[src/rtl/dmaexc_pkg.sv]
package dmaexc_pkg;
  localparam int PAGE_W   = 23;
  localparam int ID_W     = 11;
  localparam int REG_W    = 64;
  localparam int V_BIT    = 63;
  localparam int KIND_LSB = 61;
  localparam int PAGE_LSB = 12;
  localparam int RD_BIT   = 11;
  localparam int SEG_EN_BIT  = 62;
  localparam int PAGE_EN_BIT = 61;

  typedef enum logic [1:0] {
    KIND_NONE = 2'b00,
    KIND_PAGE = 2'b01,
    KIND_SEG  = 2'b11
  } fkind_e;

  typedef struct packed {
    fkind_e             kind;
    logic [PAGE_W-1:0]  page;
    logic               rd;
    logic [ID_W-1:0]    id;
  } frec_t;

  function automatic logic [REG_W-1:0] pack_status(logic v, frec_t r);
    logic [REG_W-1:0] w;
    w = '0;
    w[V_BIT] = v;
    w[KIND_LSB +: 2] = r.kind;
    w[PAGE_LSB +: PAGE_W] = r.page;
    w[RD_BIT] = r.rd;
    w[ID_W-1:0] = r.id;
    return w;
  endfunction
endpackage

[src/rtl/dmaexc_mask_reg.sv]
module dmaexc_mask_reg (
  input  logic clk,
  input  logic rst_n,
  input  logic wr_en,
  input  logic seg_en_d,
  input  logic page_en_d,
  output logic seg_en,
  output logic page_en
);
  always_ff @(posedge clk) begin
    if (!rst_n) begin
      seg_en  <= 1'b0;
      page_en <= 1'b0;
    end else if (wr_en) begin
      seg_en  <= seg_en_d;
      page_en <= page_en_d;
    end
  end

  assert_mask_hold_R2: assert property (@(posedge clk) disable iff (!rst_n)
    !wr_en |=> ($stable(seg_en) && $stable(page_en)));
endmodule

[src/rtl/dmaexc_record.sv]
module dmaexc_record
  import dmaexc_pkg::*;
(
  input  logic              clk,
  input  logic              rst_n,
  input  logic              flt_valid,
  input  logic              flt_seg,
  input  logic [PAGE_W-1:0] flt_page,
  input  logic              flt_rd,
  input  logic [ID_W-1:0]   flt_id,
  input  logic              seg_en,
  input  logic              page_en,
  input  logic              clr_req,
  output logic              rec_valid,
  output frec_t             rec
);
  logic  type_on;
  logic  slot_free;
  logic  take;
  frec_t incoming;

  always_comb begin
    type_on   = flt_seg ? seg_en : page_en;
    slot_free = !rec_valid || clr_req;
    take      = flt_valid && type_on && slot_free;
    incoming.kind = flt_seg ? KIND_SEG : KIND_PAGE;
    incoming.page = flt_page;
    incoming.rd   = flt_rd;
    incoming.id   = flt_id;
  end

  always_ff @(posedge clk) begin
    if (!rst_n) begin
      rec_valid <= 1'b0;
      rec       <= '{kind: KIND_NONE, page: '0, rd: 1'b0, id: '0};
    end else if (take) begin
      rec_valid <= 1'b1;
      rec       <= incoming;
    end else if (clr_req) begin
      rec_valid <= 1'b0;
    end
  end

  assert_masked_dropped_R4: assert property (@(posedge clk) disable iff (!rst_n)
    (flt_valid && !type_on && slot_free) |=> !rec_valid);

  assert_sticky_hold_R5: assert property (@(posedge clk) disable iff (!rst_n)
    (rec_valid && !clr_req) |=> (rec_valid && $stable(rec)));

  assert_clear_works_R6: assert property (@(posedge clk) disable iff (!rst_n)
    (clr_req && !flt_valid) |=> !rec_valid);

  assert_race_capture_R8: assert property (@(posedge clk) disable iff (!rst_n)
    (clr_req && flt_valid && type_on) |=> (rec_valid && rec.id == $past(flt_id)));

  assert_capture_enabled_R3: assert property (@(posedge clk) disable iff (!rst_n)
    $rose(rec_valid) |-> ($past(flt_valid) &&
                          ($past(flt_seg) ? $past(seg_en) : $past(page_en))));
endmodule

[src/rtl/dmaexc_irq_gen.sv]
module dmaexc_irq_gen
  import dmaexc_pkg::*;
(
  input  logic   clk,
  input  logic   rst_n,
  input  logic   rec_valid,
  input  fkind_e kind,
  input  logic   seg_en,
  input  logic   page_en,
  output logic   irq
);
  logic kind_enabled;

  always_comb begin
    unique case (kind)
      KIND_SEG:  kind_enabled = seg_en;
      KIND_PAGE: kind_enabled = page_en;
      default:   kind_enabled = 1'b0;
    endcase
    irq = rec_valid && kind_enabled;
  end

  assert_irq_needs_record_R7: assert property (@(posedge clk) disable iff (!rst_n)
    irq |-> (rec_valid && (seg_en || page_en)));
endmodule

[src/rtl/dma_fault_capture.sv]
module dma_fault_capture
  import dmaexc_pkg::*;
#(
  parameter int ADDR_W   = 12,
  parameter int STAT_OFS = 'h920,
  parameter int MASK_OFS = 'h928
) (
  input  logic              clk,
  input  logic              rst_n,
  input  logic              flt_valid,
  input  logic              flt_seg,
  input  logic [PAGE_W-1:0] flt_page,
  input  logic              flt_rd,
  input  logic [ID_W-1:0]   flt_id,
  input  logic              csr_wr,
  input  logic [ADDR_W-1:0] csr_addr,
  input  logic [REG_W-1:0]  csr_wdata,
  output logic [REG_W-1:0]  csr_rdata,
  output logic              irq
);
  localparam logic [ADDR_W-1:0] STAT_A = ADDR_W'(STAT_OFS);
  localparam logic [ADDR_W-1:0] MASK_A = ADDR_W'(MASK_OFS);

  logic  stat_hit, mask_hit;
  logic  clr_req, mask_wr;
  logic  seg_en, page_en;
  logic  rec_valid;
  frec_t rec;

  always_comb begin
    stat_hit = (csr_addr == STAT_A);
    mask_hit = (csr_addr == MASK_A);
    clr_req  = csr_wr && stat_hit && !csr_wdata[V_BIT];
    mask_wr  = csr_wr && mask_hit;
  end

  dmaexc_mask_reg u_mask (
    .clk       (clk),
    .rst_n     (rst_n),
    .wr_en     (mask_wr),
    .seg_en_d  (csr_wdata[SEG_EN_BIT]),
    .page_en_d (csr_wdata[PAGE_EN_BIT]),
    .seg_en    (seg_en),
    .page_en   (page_en)
  );

  dmaexc_record u_rec (
    .clk       (clk),
    .rst_n     (rst_n),
    .flt_valid (flt_valid),
    .flt_seg   (flt_seg),
    .flt_page  (flt_page),
    .flt_rd    (flt_rd),
    .flt_id    (flt_id),
    .seg_en    (seg_en),
    .page_en   (page_en),
    .clr_req   (clr_req),
    .rec_valid (rec_valid),
    .rec       (rec)
  );

  dmaexc_irq_gen u_irq (
    .clk       (clk),
    .rst_n     (rst_n),
    .rec_valid (rec_valid),
    .kind      (rec.kind),
    .seg_en    (seg_en),
    .page_en   (page_en),
    .irq       (irq)
  );

  always_comb begin
    csr_rdata = '0;
    if (stat_hit) begin
      csr_rdata = pack_status(rec_valid, rec);
    end else if (mask_hit) begin
      csr_rdata[SEG_EN_BIT]  = seg_en;
      csr_rdata[PAGE_EN_BIT] = page_en;
    end
  end

  assert_reset_quiet_R1: assert property (@(posedge clk)
    !rst_n |=> (!irq && !rec_valid));

  assert_set_valid_ignored_R6: assert property (@(posedge clk) disable iff (!rst_n)
    (csr_wr && stat_hit && csr_wdata[V_BIT] && !flt_valid) |=> $stable(rec_valid));
endmodule

[config.mk]
export PLATFORM = sky130hd
export DESIGN_NAME = dma_fault_capture
export DESIGN_NICKNAME = d
export VERILOG_FILES = /design/src/rtl/dmaexc_pkg.sv /design/src/rtl/dmaexc_mask_reg.sv /design/src/rtl/dmaexc_record.sv /design/src/rtl/dmaexc_irq_gen.sv /design/src/rtl/dma_fault_capture.sv
export SDC_FILE = /design/constraint.sdc
export NUM_CORES = 1
export LEC_CHECK = 0
export BUFFER_PORTS_ARGS = -buffer_cell sky130_fd_sc_hd__buf_2
export CAP_MARGIN = 10
export CORE_AREA = 4 4 66 128
export DETAILED_ROUTE_END_ITERATION = 8
export DIE_AREA = 0 0 70 132
export GPL_TIMING_DRIVEN = 0
export PLACE_DENSITY = 0.73
export SLEW_MARGIN = 10
export SYNTH_ARGS = -nofsm -noshare
export SYNTH_HDL_FRONTEND = slang
export SYNTH_SLANG_ARGS = --single-unit
[constraint.sdc]
create_clock -name clk -period 1.4 [get_ports clk]
set_clock_uncertainty 0.05 [all_clocks]
set_input_delay 0.14 -clock clk [delete_from_list [all_inputs] [get_ports clk]]
set_output_delay 0.14 -clock clk [all_outputs]
set_load 0.02 [all_outputs]
After elaboration in Yosys (flattened, before gate mapping)
Index checks and enable logic that the tools add are counted.

Muxes and demuxes: 9. Equality and inequality tests: 4. Reduce and logical (&&, ||, !) cells: 10.

Operators by type and width (number): 35-bit 2-to-1 mux (1); 12-bit equality test, second input constant (2); 1-bit logical AND (6); 2-bit 2-to-1 mux (3); 1-bit 2-to-1 mux (4); 2-bit by 1-bit equality test with 1-bit output, second input constant (1); 2-bit equality test, second input constant (1); 1-bit logical NOT (2); 1-bit case mux with 2 select lines (1); 2-bit nonzero test (1); 1-bit logical OR (1).

Input bits: 116. Register bits after elaboration: 40.

Longest topological paths before layout
Gate-level depths: netlist of run 1.

Word-level depth: 6. Depth in mapped cells: 7.

Modules after synthesis
Synthesis of run 1 repeated with hierarchy kept, for this count alone.

Cell total of the unflattened synthesis: 301. Area, all modules: 2757.6 um2.

By module, submodules not included: dmaexc_record (area an instance 1552.7 um2, times used 1, cells an instance 164, sequential area each 760.7 um2); dma_fault_capture (area an instance 1114.8 um2, times used 1, cells an instance 128, sequential area each 0.0 um2); dmaexc_mask_reg (area an instance 72.6 um2, times used 1, cells an instance 6, sequential area each 40.0 um2); dmaexc_irq_gen (area an instance 17.5 um2, times used 1, cells an instance 3, sequential area each 0.0 um2).

Worst setup path after synthesis of run 1
Ideal clock, no wire load.

Path kind: flip-flop to output port. From: reg u_rec.rec_valid. To: out csr_rdata[63]. Path slack: -31 ps. Path buffers: 2. Data arrival time: 1241 ps. Stages on the path, launching flop included: 5. Cells stage by stage: dfxtp_1 buf_2 inv_1 clkbuf_1 nor3_1.

Cells in the longest elaborated chain, start to end: 1.

RTL lines: start, declared (line dmaexc_record.sv:14) `output logic rec_valid,`; start signal, assigned (line dmaexc_record.sv:34) `rec_valid <= 1'b0;`; start signal, assigned (line dmaexc_record.sv:37) `rec_valid <= 1'b1;`; start signal, assigned (line dmaexc_record.sv:40) `rec_valid <= 1'b0;`; 1-bit 2-to-1 mux (line dma_fault_capture.sv:74) `if (stat_hit) begin`; end, declared (line dma_fault_capture.sv:18) `output logic [REG_W-1:0] csr_rdata,`.

Every way passes these cells.

Final worst setup path of run 1
From: in csr_addr[1]. To: out csr_rdata[29].

Cells in the longest elaborated chain, start to end: 2.

RTL lines: start, declared (line dma_fault_capture.sv:16) `input logic [ADDR_W-1:0] csr_addr,`; 12-bit equality test (line dma_fault_capture.sv:31) `stat_hit = (csr_addr == STAT_A);`; 35-bit 2-to-1 mux (line dma_fault_capture.sv:74).

Every way passes these cells.

==> out/metrics.yaml, run 1 <==
run_status: "finished with violations"
violations: "negative setup slack"
synthCells: 362
grt_max_degree: 13
hp-class: "input port to register"
overflow: 0
whs_ns: 0.0515
drt_iter0_drc: 355
nets: 610
drc: 0
final_util_pct: 57.4
first_pass_iters: 5
cts.path.max_buffers: 2
drive_gt1_share_pct: 44.2
finalCritPeriodShare_pct: 113
antenna_found_initial: 0
pwr-share-clk_pct: 44.7
grt_usage_pct: 22.2
dp_cells: 572
finalCriticalPeriod_ns: 1.58
dpl_cell_area_um2: 3560
crit_path_end_kind: "primary output"
vias: 3508
routedWlPerCell_um: 17.9
max_freq_ghz: 0.633
io_pins: 181
grt_pass1_wl_mm: 17.0
grt_pass1_vias: 3513
cts-root-buf: "clkbuf_16"
layout_commonest_cell: "nand4_1"
pwr-share-comb_pct: 12.6
core_um2: 7540
cts_hold_buf: 0
place_congestion: 0.858
max-vdd-ir-drop_mv: 0.613
htree_levels: 2
drt-total-wl_mm: 10.5
worstPathArrival_ns: 1.39
hpwlAfterDp_mm: 7.32
relSlewSlack_pct: 64.9
fin_area_um2: 4330
start_util_pct: 38.4
die_h_um: 132
switching_share_pct: 26.1
std_cell_rows: 45
synth.cell_area_um2: 2900
cts_buffers: 5
fp.dieW_um: 70
synthFlopType: "dfxtp_1"
maxCapViolCount: 0
crit_fanout: 8
worst_pin_slew_ns: 0.526
seqPwrFrac_pct: 42.7
power.density_nw_per_um2: 616
n_antenna_cell: 0
switching_power_uw: 696
portBuffers: 91
drtAntennaViolNets: 0
setup_viol: 38
instances_no_fill: 589
ys_warn_count: 0
die_area_um2: 9240
synth_edf_count: 0
worst_slack_ns: -0.181
drv_slew: 0
synth_area_per_cell_um2: 8.00
leakagePower_nw: 1.87
critPathLaunchType: "input port"
clk_latency_ns: 0.29
async_flop_share_pct: 0
clk_pin_slew_ns: 0.06
crit_type: "input port to primary output"
finalHoldViolCount: 0
ys_seq_area_share_pct: 27.6
cts_tree: "built"
area_delta_synth_final_pct: 49.5
final_cell_mix: "108 x nand4_1, 58 x buf_2, 48 x buf_6"
synth-seq-cells: 40
power.internal_mw: 1.97
numClockSinks: 40
rsz0062_at_grt: "true"
critPathRequiredTime_ns: 1.21
vias_per_cell: 5.96
yosysUniqueCellTypes: 28
per-stage QoR:
| stage | setup TNS, ns | total power, mW | setup slack [ns] |
|---|---|---|---|
| floorplan | -0.0623 | 1.36 | -0.0311 |
| global placement | -14.34 | 1.48 | -0.363 |
| detailed placement | -17.39 | 1.48 | -0.401 |
| CTS | -6.69 | 2.66 | -0.199 |
| global route | -7.72 | 2.72 | -0.222 |
| finish | -5.84 | 2.67 | -0.181 |
cells by family (layout without fill, tap and decap cells):
| family | after synthesis | count (layout) | share of synthesized area, % |
|---|---|---|---|
| buffers and inverters | 77 | 185 | 16.7 |
| muxes | 6 | 6 | 2.07 |
| and+or+nand+nor | 236 | 236 | 52.9 |
| AOI/OAI and AO/OA | 2 | 2 | 0.518 |
| DFF | 40 | 40 | 27.6 |
| other | 1 | 26 | 0.129 |
routing by layer:
metal	vias up	wire (um)	track usage [%]
li1	1595	-	-
met1	1656	3730	25.2
met2	219	5350	37.6
met3	38	914	4.81
met4	0	530	13.0
met5	-	0	0
cell usage after synthesis, types with 2 or more instances:
| library cell | count | area (um^2) |
|---|---|---|
| buf_6 | 4 | 45.0 |
| buf_1 | 3 | 11.3 |
| nor3_1 | 3 | 15.0 |
| inv_1 | 2 | 7.51 |
| dfxtp_1 | 40 | 801 |
| nor2_1 | 3 | 11.3 |
| nand4_1 | 108 | 676 |
| nand2_1 | 6 | 22.5 |
| buf_4 | 27 | 203 |
| and2_1 | 36 | 225 |
| clkbuf_1 | 22 | 82.6 |
| nand3_1 | 36 | 180 |
| buf_2 | 12 | 60.1 |
| nand4b_1 | 36 | 315 |
| buf_8 | 4 | 60.1 |
| clkbuf_2 | 3 | 15.0 |
| mux2i_1 | 6 | 60.1 |
flip-flops by register name, summed over array words and instances, names as in the netlist:
signal	count
u_rec.rec	37
u_mask.page_en	1
u_mask.seg_en	1
u_rec.rec_valid	1
power by group through the flow:
stage / Clock [mW] / Sequential, mW / Combinational [mW]
after global routing: 1.23 / 1.14 / 0.360
after detailed placement: 0 / 1.16 / 0.320
after floorplan: 0 / 1.16 / 0.194
final: 1.19 / 1.14 / 0.337
after global placement: 0 / 1.16 / 0.313
after CTS: 1.20 / 1.14 / 0.324
worst max-delay path: stages:
cell and delay [ns]:
buf_6 0.09, nor4b_4 0.31, nand3_2 0.15, nor2_4 0.13, buf_12 0.16, clkbuf_16 0.15
and2_4 0.14, buf_6 0.11
path summary, 6_finish.rpt:
path                               startpoint              to  slack [ns]  cells after the start
worst max register to register  u_mask.seg_en   u_rec.rec[36]        0.07                      6
worst max-delay path              csr_addr[1]   csr_rdata[29]       -0.18                      8
worst min-delay path            csr_wdata[61]  u_mask.page_en        0.05                      3
worst min register to register  u_mask.seg_en   u_mask.seg_en        0.46                      2
area by class of cell:
| type | count | area [um^2] |
|---|---|---|
| Buffer | 74 | 586 |
| Clock buffer | 6 | 139 |
| Clock inverter | 2 | 10.0 |
| Fill cell | 718 | 3210 |
| Inverter | 2 | 7.51 |
| Multi-Input combinational cell | 270 | 1840 |
| Sequential cell | 40 | 806 |
| Tap cell | 94 | 118 |
| Timing Repair Buffer | 101 | 830 |
repair_timing:
| action | CTS | global route |
|---|---|---|
| endpoints found under the setup margin | 75 | 74 |
| gates resized for setup | 135 | 41 |
| cloned | 3 | 0 |
| pin swaps | 25 | 5 |
| buffers inserted | 6 | 1 |
No activity file was read; power rests on OpenSTA's default activity.
==> run 2: changes to the inputs <==
--- a/config.mk
+++ b/config.mk
@@ -11,7 +11,7 @@
 export DETAILED_ROUTE_END_ITERATION = 8
 export DIE_AREA = 0 0 70 132
 export GPL_TIMING_DRIVEN = 0
-export PLACE_DENSITY = 0.73
+export PLACE_DENSITY_LB_ADDON = 0.1
 export SLEW_MARGIN = 10
 export SYNTH_ARGS = -nofsm -noshare
 export SYNTH_HDL_FRONTEND = slang
==> out/metrics.yaml, run 2 (same netlist as run 1, synthesis figures left out) <==
run_status: "finished with violations"  # unchanged
violations: "negative setup slack"  # unchanged
max_freq_ghz: 0.644  # was 0.633 GHz
numClockSinks: 40  # unchanged
vias_per_cell: 5.91  # was 5.96
cts_tree: "built"  # unchanged
drc: 0  # unchanged
die_area_um2: 9240  # unchanged
hold_depth: 3  # unchanged
dpl_worst_slack_ns: -0.427  # was -0.401 ns
grt_pass1_wl_mm: 16.8  # was 17.0 mm
crit_path_end_kind: "primary output"  # unchanged
critPathLaunchType: "input port"  # unchanged
clk_latency_ns: 0.28  # was 0.29 ns
maxCapViolCount: 0  # unchanged
cts_buffers: 5  # unchanged
place_congestion: 0.835  # was 0.858
die_h_um: 132  # unchanged
top_register: "u_rec.rec"  # unchanged
finalHoldViolCount: 0  # unchanged
holdPathEnd: "u_mask.page_en"  # unchanged
dpl_cell_area_um2: 3560  # unchanged
drt_iter0_drc: 364  # was 355
relSlewSlack_pct: 65.1  # was 64.9%
crit_type: "input port to primary output"  # unchanged
drt-total-wl_mm: 10.4  # was 10.5 mm
cts_hold_buf: 0  # unchanged
critPathRequiredTime_ns: 1.21  # about the same
htree_levels: 2  # unchanged
drive_gt1_share_pct: 44.2  # about the same
routedWlPerCell_um: 17.5  # was 17.9 um
overflow: 0  # unchanged
setup_viol: 37  # was 38
power.density_nw_per_um2: 638  # was 616 nW/um^2
core_um2: 7540  # unchanged
grt_usage_pct: 22.0  # was 22.2%
nets: 613  # was 610
worst_slack_ns: -0.154  # was -0.181 ns
vias: 3496  # was 3508
first_pass_iters: 5  # unchanged
io_pins: 181  # unchanged
fin_area_um2: 4420  # was 4330 um^2
worstPathArrival_ns: 1.36  # was 1.39 ns
reg2reg_depth: 5  # was 6
max-vdd-ir-drop_mv: 0.543  # was 0.613 mV
crit_start: "csr_addr[1]"  # unchanged
layout_commonest_cell: "nand4_1"  # unchanged
worst_pin_slew_ns: 0.523  # was 0.526 ns
finalCritPeriodShare_pct: 111  # was 113%
hpwlAfterDp_mm: 7.19  # was 7.32 mm
area_delta_synth_final_pct: 52.4  # was 49.5%
regToRegStartpoint: "u_rec.rec_valid"  # was u_mask.seg_en
rsz0062_at_grt: "true"  # unchanged
hp-class: "input port to register"  # unchanged
min-delay-start: "csr_wdata[61]"  # unchanged
drtAntennaViolNets: 0  # unchanged
fp.dieW_um: 70  # unchanged
n_antenna_cell: 0  # unchanged
leakagePower_nw: 1.90  # was 1.87 nW
r2r_slack_ns: 0.04  # was 0.07 ns
start_util_pct: 38.4  # unchanged
cts-root-buf: "clkbuf_16"  # unchanged
clk_pin_slew_ns: 0.06  # about the same
grt_pass1_vias: 3502  # was 3513
portBuffers: 91  # unchanged
std_cell_rows: 45  # unchanged
finalCriticalPeriod_ns: 1.55  # was 1.58 ns
largest_register_ffs: 37  # unchanged
crit_fanout: 8  # unchanged
cts.path.max_buffers: 2  # unchanged
final_util_pct: 58.5  # was 57.4%
antenna_found_initial: 0  # unchanged
drv_slew: 0  # unchanged
grt_max_degree: 14  # was 13
final_cell_mix: "108 x nand4_1, 56 x buf_2, 55 x buf_6"  # was 108 x nand4_1, 58 x buf_2, 48 x buf_6
r2r_end: "u_rec.rec_valid"  # was u_rec.rec[36]
run 2: cell count changes in the layout (fill, tap and decap cells not counted):
cell / delta
buf_6: +7
buf_4: -4
buf_2: -2
clkbuf_1: +2
buf_12: +1
bufinv_16: +1
clkbuf_2: -1
clkbuf_8: -1
clkinv_2: -1
clkinvlp_4: +1
mux2i_1: +1
mux2i_2: -1
nor2_1: -1
nor2_4: +1
run 2: per-layer routing:
metal / GRT usage (%) / vias to the layer above / share of wire, %
li1: - / 1610 / -
met1: 24.3 / 1663 / 37
met2: 38.4 / 193 / 51
met3: 4.20 / 30 / 7.8
met4: 12.9 / 0 / 4.7
met5: 0 / - / 0
run 2: worst max-delay path by stage:
stage	end	slack (ns)	cells past startpoint
CTS	csr_rdata[33]	-0.17	8
finish	csr_rdata[33]	-0.15	8
global route	csr_rdata[26]	-0.22	8
floorplan	csr_rdata[63]	-0.03	4
global placement	csr_rdata[24]	-0.39	7
detailed placement	csr_rdata[18]	-0.43	7
run 2: repair_timing:
item,in CTS,in global routing
pin swaps,28,7
resized for setup,138,47
gates cloned,3,0
setup endpoints to repair,74,73
endpoints found under the hold margin,0,0
buffers inserted,7,2
run 2: critical path: stages:
cell and delay [ns]:
buf_6 0.10, nor4b_4 0.30, nand3_2 0.14, nor2_4 0.12, buf_12 0.15, clkbuf_8 0.15, and2_1 0.14, buf_6 0.12
run 2: power breakdown:
group	internal [mW]	switching, mW	total [mW]
Sequential	1.14	0.0000381	1.14
Clock	0.839	0.503	1.34
Combinational	0.131	0.205	0.336
Total	2.11	0.708	2.82
run 2: final cells by class:
type / instances / area, um^2
timing repair buffer: 103 / 848
multi-input combinational: 270 / 1840
clock buffer: 5 / 125
fill: 729 / 3130
buffer: 75 / 628
clock inverter: 3 / 42.5
tap: 94 / 118
sequential: 40 / 806
inverter: 2 / 7.51
run 2: per-stage QoR:
step                      TNS [ns]  instances  hold WS [ns]  power [mW]
after floorplan            -0.0623        387         0.232        1.36
after global routing         -7.48        592        0.0560        2.89
after global placement      -16.08        572         0.345        1.48
after detailed placement    -18.46        572         0.351        1.48
final                        -4.76        592        0.0428        2.82
after CTS                    -5.33        590        0.0468        2.83
==> run 3: changes to the inputs <==
--- a/config.mk
+++ b/config.mk
@@ -7,12 +7,14 @@
 export LEC_CHECK = 0
 export BUFFER_PORTS_ARGS = -buffer_cell sky130_fd_sc_hd__buf_2
 export CAP_MARGIN = 10
-export CORE_AREA = 4 4 66 128
+export CORE_AREA = 4 4 64 125
 export DETAILED_ROUTE_END_ITERATION = 8
-export DIE_AREA = 0 0 70 132
+export DIE_AREA = 0 0 68 129
 export GPL_TIMING_DRIVEN = 0
 export PLACE_DENSITY_LB_ADDON = 0.1
+export SKIP_LAST_GASP = 1
 export SLEW_MARGIN = 10
 export SYNTH_ARGS = -nofsm -noshare
 export SYNTH_HDL_FRONTEND = slang
+export SYNTH_HIERARCHICAL = 1
 export SYNTH_SLANG_ARGS = --single-unit
==> out/metrics.yaml, run 3 <==
run_status: "finished with violations"  # unchanged
violations: "negative setup slack"  # unchanged
synth_edf_count: 0  # unchanged
finalCriticalPeriod_ns: 1.76  # was 1.55 ns
dpl_cell_area_um2: 3700  # was 3560 um^2
synthCells: 301  # was 362
dpl_worst_slack_ns: -0.796  # was -0.427 ns
crit_type: "input port to register"  # was input port to primary output
setup_viol: 77  # was 37
crit_path_end_kind: "register"  # was primary output
start_util_pct: 39.4  # was 38.4%
worstPathArrival_ns: 1.92  # was 1.36 ns
grt_max_degree: 13  # was 14
vias: 2468  # was 3496
worst_pin_slew_ns: 0.588  # was 0.523 ns
crit_path_cell_trace: "buf_6 > or4b_4 > buf_12 > nor4_4 > nand2b_4 > and3_4 > buf_12 > clkbuf_16 > mux2i_1"  # was buf_6 > nor4b_4 > nand3_2 > nor2_4 > buf_12 > clkbuf_8 > and2_1 > buf_6
die_area_um2: 8770  # was 9240 um^2
crit_fanout: 8  # unchanged
n_antenna_cell: 0  # unchanged
grt_usage_pct: 18.2  # was 22.0%
drv_slew: 0  # unchanged
nets: 553  # was 613
leakagePower_nw: 2.04  # was 1.90 nW
synth_compound_area_share_pct: 0.544  # was 0.518%
synth_area_per_cell_um2: 9.16  # was 8.00 um^2
synth_xor_area_share_pct: 0  # unchanged
hpwlAfterDp_mm: 5.88  # was 7.19 mm
yosysUniqueCellTypes: 23  # was 28
numClockSinks: 40  # unchanged
cts-root-buf: "clkbuf_16"  # unchanged
rsz0062_at_grt: "true"  # unchanged
synthFlopType: "dfxtp_1"  # unchanged
max-vdd-ir-drop_mv: 0.586  # was 0.543 mV
top_register: "u_rec/rec"  # was u_rec.rec
grt_pass1_wl_mm: 12.2  # was 16.8 mm
async_flop_share_pct: 0  # unchanged
max_stage_delay_ns: 0.56  # was 0.30 ns
portBuffers: 92  # was 91
drc: 0  # unchanged
synth_commonest_cells: "75 x nand2_1, 41 x mux2i_1, 40 x dfxtp_1"  # was 108 x nand4_1, 40 x dfxtp_1, 36 x and2_1, 36 x nand3_1, 36 x nand4b_1
drt_iter0_drc: 81  # was 364
max_freq_ghz: 0.568  # was 0.644 GHz
core_um2: 6990  # was 7540 um^2
synthAdderAreaFrac_pct: 0  # unchanged
hold_depth: 3  # unchanged
power.density_nw_per_um2: 697  # was 638 nW/um^2
yosysMostFrequentCell: "nand2_1"  # was nand4_1
area_delta_synth_final_pct: 55.3  # was 52.4%
grt_pass1_vias: 2521  # was 3502
critPathSlowestCell: "or4b_4"  # was nor4b_4
fin_area_um2: 4280  # was 4420 um^2
cts_tree: "built"  # unchanged
critPathRequiredTime_ns: 1.56  # was 1.21 ns
reg2reg_depth: 5  # unchanged
place_congestion: 0.747  # was 0.835
worst_slack_ns: -0.362  # was -0.154 ns
critPathLaunchType: "input port"  # unchanged
final_cell_mix: "75 x nand2_1, 73 x buf_4, 58 x buf_2"  # was 108 x nand4_1, 56 x buf_2, 55 x buf_6
htree_levels: 2  # unchanged
std_cell_rows: 43  # was 45
cts.path.max_buffers: 2  # unchanged
synth.cell_area_um2: 2760  # was 2900 um^2
crit_top_cell: "buf_12"  # was buf_6
layout_commonest_cell: "nand2_1"  # was nand4_1
finalHoldViolCount: 0  # unchanged
cts_buffers: 5  # unchanged
drtAntennaViolNets: 0  # unchanged
antenna_found_initial: 0  # unchanged
overflow: 0  # unchanged
fp.dieW_um: 68  # was 70 um
largest_register_ffs: 37  # unchanged
hp-class: "input port to register"  # unchanged
synth_top_family_by_area: "simple AND/OR/NAND/NOR gates"  # unchanged
clk_latency_ns: 0.29  # was 0.28 ns
synth-seq-cells: 40  # unchanged
ys_seq_area_share_pct: 29.0  # was 27.6%
first_pass_iters: 5  # unchanged
synth_area_leader_cell: "dfxtp_1"  # unchanged
finalCritPeriodShare_pct: 126  # was 111%
io_pins: 181  # unchanged
routedWlPerCell_um: 14.9  # was 17.5 um
clk_pin_slew_ns: 0.06  # about the same
synthTopCellsByArea: "dfxtp_1 29%, nor4_2 17%, mux2i_1 15%, nand2_1 10%, nand2b_1 8.4%"  # was dfxtp_1 28%, nand4_1 23%, nand4b_1 11%, and2_1 7.8%, buf_4 7.0%
vias_per_cell: 4.67  # was 5.91
drt-total-wl_mm: 7.86  # was 10.4 mm
relSlewSlack_pct: 60.8  # was 65.1%
muxShareOfSynthArea_pct: 15.4  # was 2.07%
maxCapViolCount: 0  # unchanged
synth-simple-area-share_pct: 40.0  # was 52.9%
drive_gt1_share_pct: 46.6  # was 44.2%
die_h_um: 129  # was 132 um
ys_warn_count: 6  # was 0
synth_top_area_share_pct: 29.0  # was 27.6%
## run 3: cell count changes in the layout (fill, tap and decap cells not counted), moves of 35 or more
cell / previous run / this run
mux2i_1: 5 / 40
nand3_1: 36 / 0
buf_4: 34 / 73
nand2b_1: 0 / 36
nand4b_1: 36 / 0
nand2_1: 6 / 75
buf_6: 55 / 3
nand4_1: 108 / 0
nor4_4: 0 / 40
## run 3: kinds of logic after synthesis
group / after synthesis
flip-flops: 40
multiplexers: 42
other: 1
AND/OR/NAND/NOR: 160
AO/OA/AOI/OAI: 2
buffers and inverters: 56
## run 3: layout make-up
class,count,area (um^2)
fill,623,2710
buffer,54,450
clock buffer,7,153
tap,90,113
clock inverter,1,30.0
sequential,40,801
multi-input combinational,230,1990
timing repair buffer,106,751
## run 3: worst paths after layout
check / from / to / slack [ns]
worst max-delay path: csr_addr[6] / u_rec/rec[18] / -0.36
worst min-delay path: flt_id[5] / u_rec/rec[5] / 0.04
worst max register to register: u_mask/seg_en / u_rec/rec[35] / 0
worst min register to register: u_rec/rec[19] / u_rec/rec[19] / 0.41
## run 3: stage by stage
stage | total power, mW | utilization [%] | hold WS, ns | setup TNS (ns) | instances
floorplan | 1.45 | - | 0.218 | -21.48 | 326
global placement | 1.57 | 52.9 | 0.340 | -39.85 | 508
detailed placement | 1.57 | 52.9 | 0.342 | -40.96 | 508
CTS | 3.00 | 58.8 | 0.0370 | -20.21 | 519
global route | 3.09 | 61.2 | 0.0458 | -26.03 | 528
finish | 2.99 | 61.2 | 0.0417 | -21.87 | 528
## run 3: critical path, delay by kind of cell
family,cells,cell delay [ns]
buffers and inverters,4,0.57
multiplexers,1,0.17
AND/OR/NAND/NOR,4,1.03
## run 3: power by group
group | total, mW | switching [mW] | internal [mW]
Combinational | 0.442 | 0.260 | 0.182
Sequential | 1.14 | 0.0000285 | 1.14
Clock | 1.41 | 0.467 | 0.939
## run 3: metal layers
| metal | GRT usage (%) | up-vias | share of wire [%] |
|---|---|---|---|
| met5 | 0 | - | 0 |
| met4 | 5.51 | 0 | 1.4 |
| met1 | 19.9 | 1133 | 37 |
| met3 | 3.67 | 9 | 7.4 |
| met2 | 33.7 | 98 | 54 |
| li1 | - | 1228 | - |
## run 3: what timing repair did
item | CTS | global route
endpoints found under the setup margin | 77 | 77
gates resized for setup | 58 | 11
buffers inserted | 4 | 7
hold buffers | 0 | 0
cloned | 1 | 2
pin swaps | 6 | 3
